## config.mk

```make
export PLATFORM = sky130hd
export DESIGN_NAME = mbus_slave
export DESIGN_NICKNAME = d
export VERILOG_FILES = /design/src/rtl/mbus_pkg.sv /design/src/rtl/mbus_phase.sv /design/src/rtl/mbus_regfile.sv /design/src/rtl/mbus_irq.sv /design/src/rtl/mbus_fwd.sv /design/src/rtl/mbus_slave.sv
export SDC_FILE = /design/constraint.sdc
export NUM_CORES = 1
export LEC_CHECK = 0
export ABC_AREA = 1
export BUFFER_PORTS_ARGS = -buffer_cell sky130_fd_sc_hd__buf_2
export CAP_MARGIN = 20
export CELL_PAD_IN_SITES_DETAIL_PLACEMENT = 0
export CELL_PAD_IN_SITES_GLOBAL_PLACEMENT = 2
export CORE_MARGIN = 2
export CORE_UTILIZATION = 32
export DETAILED_ROUTE_END_ITERATION = 10
export GPL_ROUTABILITY_DRIVEN = 0
export PLACE_DENSITY = 0.84
export SLEW_MARGIN = 20
export SYNTH_ARGS = -nofsm -noshare
export SYNTH_HDL_FRONTEND = slang
export SYNTH_SLANG_ARGS = --single-unit
```

## constraint.sdc

```tcl
create_clock -name clk -period 2 [get_ports clk]
set_clock_uncertainty 0.15 [all_clocks]
set_input_delay 0.4 -clock clk [delete_from_list [all_inputs] [get_ports clk]]
set_output_delay 0.4 -clock clk [all_outputs]
set_load 0.01 [all_outputs]
```

## src/rtl/mbus_pkg.sv

```systemverilog
package mbus_pkg;

    localparam int BYTE_W = 8;
    localparam int SLOTS  = 2;
    localparam int ADDR_W = 2 * BYTE_W;

    typedef logic [BYTE_W-1:0] byte_t;

    // register indices; 0x06 and 0x0A are serviced by the slow sub-block
    typedef enum byte_t {
        RI_INT    = 8'h00,
        RI_CTL2   = 8'h01,
        RI_CA_LO  = 8'h04,
        RI_CA_HI  = 8'h05,
        RI_CA_DAT = 8'h06,
        RI_CTL    = 8'h07,
        RI_FA_LO  = 8'h08,
        RI_FA_HI  = 8'h09,
        RI_FA_DAT = 8'h0A,
        RI_DIV_A  = 8'h0C,
        RI_DIV_B  = 8'h0D,
        RI_REV    = 8'h0F
    } reg_idx_e;

    typedef enum logic {F_IDLE, F_WAIT} fwd_st_e;

    // one host transfer, valid for a single cycle when start is high
    typedef struct packed {
        logic  start;
        logic  is_addr;
        logic  is_wr;
        byte_t idx;
        byte_t wdata;
    } bus_acc_t;

    localparam byte_t LOW_MASK   = byte_t'((1 << SLOTS) - 1);
    localparam byte_t STORE_MASK = ~LOW_MASK;

    function automatic logic idx_is_fwd(byte_t i);
        return (i == RI_CA_DAT) || (i == RI_FA_DAT);
    endfunction

    function automatic logic idx_is_mapped(byte_t i);
        case (i)
            RI_INT, RI_CTL2, RI_CA_LO, RI_CA_HI, RI_CA_DAT, RI_CTL,
            RI_FA_LO, RI_FA_HI, RI_FA_DAT, RI_DIV_A, RI_DIV_B, RI_REV:
                return 1'b1;
            default:
                return 1'b0;
        endcase
    endfunction

    // interrupt enable bit position of a slot (2, 6, ...)
    function automatic int en_bit(int s);
        return 2 + 4 * s;
    endfunction

endpackage

```

## src/rtl/mbus_phase.sv

```systemverilog
module mbus_phase
    import mbus_pkg::*;
(
    input  logic     clk,
    input  logic     rst,
    input  logic     cs_n,
    input  logic     wr_n,
    input  logic     rd_n,
    input  logic     ad_sel,
    input  byte_t    din,
    output bus_acc_t acc,
    output logic     act
);

    logic  act_q;
    byte_t idx_q;
    logic  start;

    assign act   = !cs_n && (!wr_n || !rd_n);
    assign start = act && !act_q;

    always_ff @(posedge clk) begin
        if (rst) begin
            act_q <= 1'b0;
            idx_q <= '0;
        end else begin
            act_q <= act;
            if (start && ad_sel && !wr_n)
                idx_q <= din;
        end
    end

    always_comb begin
        acc.start   = start;
        acc.is_addr = ad_sel;
        acc.is_wr   = !wr_n;
        acc.idx     = idx_q;
        acc.wdata   = din;
    end

    // input rule: one strobe at a time
    p_strobe_excl_r5: assert property (@(posedge clk) disable iff (rst)
        !cs_n |-> (wr_n || rd_n));

    // data transfers never disturb the latched index
    p_idx_hold_r1: assert property (@(posedge clk) disable iff (rst)
        (start && !ad_sel) |=> $stable(idx_q));

endmodule

```

## src/rtl/mbus_regfile.sv

```systemverilog
module mbus_regfile
    import mbus_pkg::*;
#(
    parameter byte_t REVISION = 8'h21
) (
    input  logic             clk,
    input  logic             rst,
    input  bus_acc_t         acc,
    input  logic [SLOTS-1:0] det_q,
    input  logic [SLOTS-1:0] pend,
    output byte_t            rdata,
    output logic [SLOTS-1:0] int_en,
    output byte_t            ctl_o,
    output byte_t            ctl2_o,
    output byte_t            div_a_o,
    output byte_t            div_b_o,
    output logic [ADDR_W-1:0] ca_addr,
    output logic [ADDR_W-1:0] fa_addr
);

    byte_t int_ctl, ctl, ctl2, ca_lo, ca_hi, fa_lo, fa_hi, div_a, div_b;
    logic  wr_en;
    logic [9*BYTE_W-1:0] snap;

    assign wr_en = acc.start && !acc.is_addr && acc.is_wr;

    always_ff @(posedge clk) begin
        if (rst) begin
            int_ctl <= '0; ctl <= '0; ctl2 <= '0;
            ca_lo   <= '0; ca_hi <= '0; fa_lo <= '0; fa_hi <= '0;
            div_a   <= '0; div_b <= '0;
        end else if (wr_en) begin
            case (acc.idx)
                RI_INT:   int_ctl <= acc.wdata & STORE_MASK;
                RI_CTL2:  ctl2    <= acc.wdata;
                RI_CA_LO: ca_lo   <= acc.wdata;
                RI_CA_HI: ca_hi   <= acc.wdata;
                RI_CTL:   ctl     <= acc.wdata & STORE_MASK;
                RI_FA_LO: fa_lo   <= acc.wdata;
                RI_FA_HI: fa_hi   <= acc.wdata;
                RI_DIV_A: div_a   <= acc.wdata;
                RI_DIV_B: div_b   <= acc.wdata;
                default:  ;
            endcase
        end
    end

    always_comb begin
        rdata = '0;
        case (acc.idx)
            RI_INT:   rdata = {int_ctl[BYTE_W-1:SLOTS], pend};
            RI_CTL2:  rdata = ctl2;
            RI_CA_LO: rdata = ca_lo;
            RI_CA_HI: rdata = ca_hi;
            RI_CTL:   rdata = {ctl[BYTE_W-1:SLOTS], det_q};
            RI_FA_LO: rdata = fa_lo;
            RI_FA_HI: rdata = fa_hi;
            RI_DIV_A: rdata = div_a;
            RI_DIV_B: rdata = div_b;
            RI_REV:   rdata = REVISION;
            default:  rdata = '0;
        endcase
    end

    for (genvar s = 0; s < SLOTS; s++) begin : g_en
        assign int_en[s] = int_ctl[en_bit(s)];
    end

    assign ctl_o   = ctl;
    assign ctl2_o  = ctl2;
    assign div_a_o = div_a;
    assign div_b_o = div_b;
    assign ca_addr = {ca_hi, ca_lo};
    assign fa_addr = {fa_hi, fa_lo};
    assign snap    = {int_ctl, ctl, ctl2, ca_lo, ca_hi, fa_lo, fa_hi, div_a, div_b};

    p_unmapped_wr_r4: assert property (@(posedge clk) disable iff (rst)
        (wr_en && !idx_is_mapped(acc.idx)) |=> $stable(snap));

    p_rev_wr_r3: assert property (@(posedge clk) disable iff (rst)
        (wr_en && acc.idx == RI_REV) |=> $stable(snap));

endmodule

```

## src/rtl/mbus_irq.sv

```systemverilog
module mbus_irq
    import mbus_pkg::*;
(
    input  logic             clk,
    input  logic             rst,
    input  logic [SLOTS-1:0] card_det_n,
    input  logic [SLOTS-1:0] int_en,
    input  logic             clr,
    output logic [SLOTS-1:0] det_q,
    output logic [SLOTS-1:0] pend,
    output logic             irq_n
);

    logic [SLOTS-1:0] det_p;
    logic [SLOTS-1:0] chg;

    for (genvar s = 0; s < SLOTS; s++) begin : g_chg
        assign chg[s] = (det_q[s] ^ det_p[s]) && int_en[s];
    end

    always_ff @(posedge clk) begin
        if (rst) begin
            det_q <= '1;
            det_p <= '1;
            pend  <= '0;
        end else begin
            det_q <= card_det_n;
            det_p <= det_q;
            for (int s = 0; s < SLOTS; s++) begin
                if (chg[s])
                    pend[s] <= 1'b1;
                else if (clr)
                    pend[s] <= 1'b0;
            end
        end
    end

    assign irq_n = ~|pend;

    p_ack_release_r9: assert property (@(posedge clk) disable iff (rst)
        (clr && !(|chg)) |=> irq_n);

    for (genvar s = 0; s < SLOTS; s++) begin : g_chk
        p_pend_cause_r10: assert property (@(posedge clk) disable iff (rst)
            $rose(pend[s]) |-> $past(int_en[s] && (det_q[s] != det_p[s])));
    end

endmodule

```

## src/rtl/mbus_fwd.sv

```systemverilog
module mbus_fwd
    import mbus_pkg::*;
(
    input  logic              clk,
    input  logic              rst,
    input  bus_acc_t          acc,
    input  logic [ADDR_W-1:0] ca_addr,
    input  logic [ADDR_W-1:0] fa_addr,
    input  logic              fwd_ack,
    output logic              fwd_req,
    output logic              fwd_we,
    output logic              fwd_sel,
    output logic [ADDR_W-1:0] fwd_addr,
    output byte_t             fwd_wdata,
    output logic              rd_load
);

    fwd_st_e st;
    logic    start_fwd;
    logic    pick_filt;

    assign start_fwd = acc.start && !acc.is_addr && idx_is_fwd(acc.idx);
    assign pick_filt = (acc.idx == RI_FA_DAT);

    always_ff @(posedge clk) begin
        if (rst) begin
            st        <= F_IDLE;
            fwd_we    <= 1'b0;
            fwd_sel   <= 1'b0;
            fwd_addr  <= '0;
            fwd_wdata <= '0;
        end else begin
            case (st)
                F_IDLE: if (start_fwd) begin
                    st        <= F_WAIT;
                    fwd_we    <= acc.is_wr;
                    fwd_sel   <= pick_filt;
                    fwd_addr  <= pick_filt ? fa_addr : ca_addr;
                    fwd_wdata <= acc.wdata;
                end
                F_WAIT: if (fwd_ack) st <= F_IDLE;
                default: st <= F_IDLE;
            endcase
        end
    end

    assign fwd_req = (st == F_WAIT);
    assign rd_load = fwd_req && fwd_ack && !fwd_we;

    p_ack_legal_r7: assert property (@(posedge clk) disable iff (rst)
        fwd_ack |-> fwd_req);

    p_no_start_busy_r7: assert property (@(posedge clk) disable iff (rst)
        acc.start |-> !fwd_req);

    p_req_start_r6: assert property (@(posedge clk) disable iff (rst)
        start_fwd |=> fwd_req);

    p_req_hold_r6: assert property (@(posedge clk) disable iff (rst)
        (fwd_req && !fwd_ack) |=> (fwd_req && $stable(fwd_addr) && $stable(fwd_we)));

endmodule

```

## src/rtl/mbus_slave.sv

```systemverilog
module mbus_slave
    import mbus_pkg::*;
#(
    parameter byte_t REVISION = 8'h21
) (
    input  logic              clk,
    input  logic              rst,
    input  logic              bus_cs_n,
    input  logic              bus_wr_n,
    input  logic              bus_rd_n,
    input  logic              bus_ad_sel,
    input  logic [BYTE_W-1:0] bus_din,
    output logic [BYTE_W-1:0] bus_dout,
    output logic              bus_dout_en,
    output logic              bus_rdy_n,
    output logic              irq_n,
    input  logic [SLOTS-1:0]  card_det_n,
    output logic [BYTE_W-1:0] ctl_o,
    output logic [BYTE_W-1:0] ctl2_o,
    output logic [BYTE_W-1:0] div_a_o,
    output logic [BYTE_W-1:0] div_b_o,
    output logic              fwd_req,
    output logic              fwd_we,
    output logic              fwd_sel,
    output logic [ADDR_W-1:0] fwd_addr,
    output logic [BYTE_W-1:0] fwd_wdata,
    input  logic              fwd_ack,
    input  logic [BYTE_W-1:0] fwd_rdata
);

    bus_acc_t          acc;
    logic              act;
    byte_t             rdata;
    logic [SLOTS-1:0]  int_en, det_q, pend;
    logic [ADDR_W-1:0] ca_addr, fa_addr;
    logic              rd_load, clr, local_rd;
    byte_t             dout_q;
    logic              dout_v;

    mbus_phase u_phase (
        .clk(clk), .rst(rst), .cs_n(bus_cs_n), .wr_n(bus_wr_n), .rd_n(bus_rd_n),
        .ad_sel(bus_ad_sel), .din(bus_din), .acc(acc), .act(act)
    );

    mbus_regfile #(.REVISION(REVISION)) u_regs (
        .clk(clk), .rst(rst), .acc(acc), .det_q(det_q), .pend(pend), .rdata(rdata),
        .int_en(int_en), .ctl_o(ctl_o), .ctl2_o(ctl2_o), .div_a_o(div_a_o),
        .div_b_o(div_b_o), .ca_addr(ca_addr), .fa_addr(fa_addr)
    );

    mbus_irq u_irq (
        .clk(clk), .rst(rst), .card_det_n(card_det_n), .int_en(int_en), .clr(clr),
        .det_q(det_q), .pend(pend), .irq_n(irq_n)
    );

    mbus_fwd u_fwd (
        .clk(clk), .rst(rst), .acc(acc), .ca_addr(ca_addr), .fa_addr(fa_addr),
        .fwd_ack(fwd_ack), .fwd_req(fwd_req), .fwd_we(fwd_we), .fwd_sel(fwd_sel),
        .fwd_addr(fwd_addr), .fwd_wdata(fwd_wdata), .rd_load(rd_load)
    );

    assign local_rd = acc.start && !acc.is_addr && !acc.is_wr && !idx_is_fwd(acc.idx);
    assign clr      = acc.start && !acc.is_addr && !acc.is_wr && (acc.idx == RI_INT);

    always_ff @(posedge clk) begin
        if (rst) begin
            dout_q <= '0;
            dout_v <= 1'b0;
        end else if (local_rd) begin
            dout_q <= rdata;
            dout_v <= 1'b1;
        end else if (rd_load) begin
            dout_q <= fwd_rdata;
            dout_v <= 1'b1;
        end else if (!act) begin
            dout_v <= 1'b0;
        end
    end

    assign bus_dout    = dout_q;
    assign bus_dout_en = dout_v && !bus_rd_n && !bus_cs_n;
    assign bus_rdy_n   = fwd_req;

    p_rd_valid_r5: assert property (@(posedge clk) disable iff (rst)
        local_rd |=> dout_v);

    p_rdy_cause_r7: assert property (@(posedge clk) disable iff (rst)
        $rose(bus_rdy_n) |-> $past(acc.start && !acc.is_addr && idx_is_fwd(acc.idx)));

endmodule

```

==> results_dict.tcl <==
set metrics [dict create \
    grt_usage 0.191 \
    reg2reg_setup_slack_ns 0.14 \
    clk_latency_ns 0.43 \
    dp_hpwl_um 11700 \
    cts_tree "done" \
    drc 0 \
    worstMarginPinSlew_ns 0.516 \
    p_per_area_mw_per_mm2 890 \
    final_cell_mix "dfxtp_1, nand2_1, nand3_1" \
    multi_input_area_mm2 0.00251 \
    detailroute.via_count 5119 \
    clock_path_buffers 2 \
    start_util 0.329 \
    maxSlewHeadroom 0.655 \
    ir_drop_v 0.000572 \
    cp-end-kind "flop" \
    synthXorXnorAreaFrac 0.00332 \
    synth_top_family_by_area "simple AND/OR/NAND/NOR gates" \
    core_mm2 0.0160 \
    slowest_stage "dfxtp_1" \
    slowest_delay_ns 0.43 \
    holdWs_ns 0.0152 \
    placedCellCount 979 \
    ioPinCount 95 \
    via_per_inst 5.05 \
    finalSetupViolCount 0 \
    nNetsFinal 810 \
    arrival_ns 2.03 \
    clockRootBuffer "clkbuf_16" \
    nFillCells 1683 \
    numCtsBuffers 17 \
    hold_viol 0 \
    rows 46 \
    wl_um 16600 \
    muxShareOfSynthArea 0 \
    yosys.area_share.simple 0.247 \
    ys_seq_area_frac 0.452 \
    required_ns 2.17 \
    cp_top_family "simple AND/OR/NAND/NOR gates" \
    grt_pass1_wl_um 26000 \
    drive_gt1_frac 0.237 \
    outcome "finished, final reports clean" \
    total_power_w 0.00593 \
    cp_max_fo 53 \
    syn_inst 692 \
    ys_types 33 \
    die-area_mm2 0.0175 \
    path_clk_slew_ns 0.06 \
    seqCellArea_mm2 0.00238 \
    grt_max_degree 65 \
    fin_setup_tns_ns 0 \
    n_antenna_cell 0 \
    synthAdderAreaFrac 0 \
    hold_class "in -> reg" \
    crit_chain "inv_1 -> nand2_1 -> nand4_1 -> nor3_4 -> buf_12 -> nand3_1 -> o211a_1" \
    slew_violations 0 \
    max_freq_mhz 536 \
    power.leakage_nw 3.01 \
    final_common_cell "dfxtp_1" \
    yosysWarnings 0 \
    rsz0062_at_grt "false" \
    antenna_found_initial 0 \
    grt_pass1_vias 4763 \
    cts_hold_buf 0 \
    numPortBuffers 92 \
    finalCritPeriodShare 0.932 \
    chipWidth_um 132 \
    htreeDepth 4 \
    synthToLayoutAreaGrowth_pct 26.4 \
    firstDrtPassIters 5 \
    critPathKind "reg -> reg" \
    overflow 0 \
    syn_area_mm2 0.00527 \
    maxCapViolCount 0 \
    cts_sinks 119 \
    avgSynthCellArea_um2 7.62 \
    min_period_ns 1.86 \
    worst-path-buf-inv 2 \
    drtIter0Drc 391 \
    ant_nets 0 \
    wl_per_cell_um 16.4 \
    die_y_um 132 \
    startpoint_type "flop" \
    finalNonFillerCells 1014 \
    ys_ff_latch 119 \
    synth-compound-area-share 0.220 \
]
-- area by class of cell --
class	instances	area share
multi-input combinational	486	0.377
sequential	119	0.357
timing repair buffer	118	0.110
clock buffer	17	0.0638
tap	216	0.0406
clock inverter	15	0.0265
inverter	43	0.0248
-- sequential cells by signal, summed over array words and instances, names as in the netlist, 2 cells and up --
signal	cells
u_regs.ctl_o	6
u_regs.ca_hi	8
u_regs.ctl2_o	8
u_irq.det_q	2
u_fwd.fwd_wdata	8
u_regs.fa_lo	8
u_regs.fa_hi	8
bus_dout	8
u_regs.int_ctl	6
u_irq.det_p	2
u_regs.ca_lo	8
u_fwd.fwd_addr	16
u_regs.div_a_o	8
u_regs.div_b_o	8
u_irq.pend	2
u_phase.idx_q	8
-- layer usage --
layer | vias to the layer above | routed length, um | track usage
li1 | 2554 | - | -
met1 | 2392 | 8000 | 0.262
met2 | 154 | 7410 | 0.294
met3 | 19 | 968 | 0.0469
met4 | 0 | 231 | 0.0627
met5 | - | 0 | 0
-- synth_stat cells, drive strengths merged --
master / number / share of area
a211oi: 8 / 0.011
a21oi: 90 / 0.088
a22o: 1 / 0.0017
buf: 25 / 0.031
clkbuf: 20 / 0.014
clkinv: 2 / 0.0014
conb: 1 / 0.00071
dfxtp: 119 / 0.45
inv: 41 / 0.030
nand2: 105 / 0.076
nand3: 96 / 0.094
nand4: 2 / 0.0036
nor2: 62 / 0.061
nor3: 3 / 0.0059
nor3b: 1 / 0.0014
o211a: 16 / 0.030
o21ai: 94 / 0.089
or2: 4 / 0.0047
xor2: 2 / 0.0033
-- where the power goes --
part / leakage [nW] / total [W] / internal, W / switching [W]
Sequential: 0.961 / 0.00242 / 0.00240 / 0.0000202
Combinational: 1.76 / 0.000407 / 0.000131 / 0.000276
Clock: 0.290 / 0.00310 / 0.00196 / 0.00115
Total: 3.01 / 0.00593 / 0.00449 / 0.00144
-- worst paths after layout --
check / start / to / depth (start not counted)
hold / removal: card_det_n[1] / u_irq.det_q[1] / 2
setup / recovery: u_phase.idx_q[3] / u_fwd.fwd_addr[9] / 7
setup reg to reg: u_phase.idx_q[3] / u_fwd.fwd_addr[9] / 7
hold reg to reg: u_regs.int_ctl[6] / u_irq.pend[1] / 2
-- worst register-to-register path, cell delays in order (launching register included) --
cell and delay, ns:
dfxtp_1 0.43, inv_1 0.11, nand2_1 0.13, nand4_1 0.22
nor3_4 0.21, buf_12 0.25, nand3_1 0.13, o211a_1 0.13
-- per-stage QoR --
stage                      util  setup slack, ns  instance area, um2
after floorplan               -            0.380                5280
after global placement    0.376            0.107                6010
after detailed placement  0.376           0.0483                6010
after CTS                 0.413          0.00269                6620
after global routing      0.416         0.000543                6660
final                     0.416            0.135                6660
-- what timing repair did --
action | 4_1_cts | 5_1_grt
endpoints found under the setup margin | 0 | 41
resized for setup | 0 | 9
buffers inserted | 0 | 3
endpoints found under the hold margin | 0 | 0
-- kinds of logic (layout without fill, tap and decap cells) --
family,after synthesis,after routing
and+or+nand+nor,273,273
other,1,2
xor gates and xnor gates,2,2
DFF,119,119
AOI/OAI and AO/OA,209,209
buffers and inverters,88,193
Power figures use the tool's default switching activity.
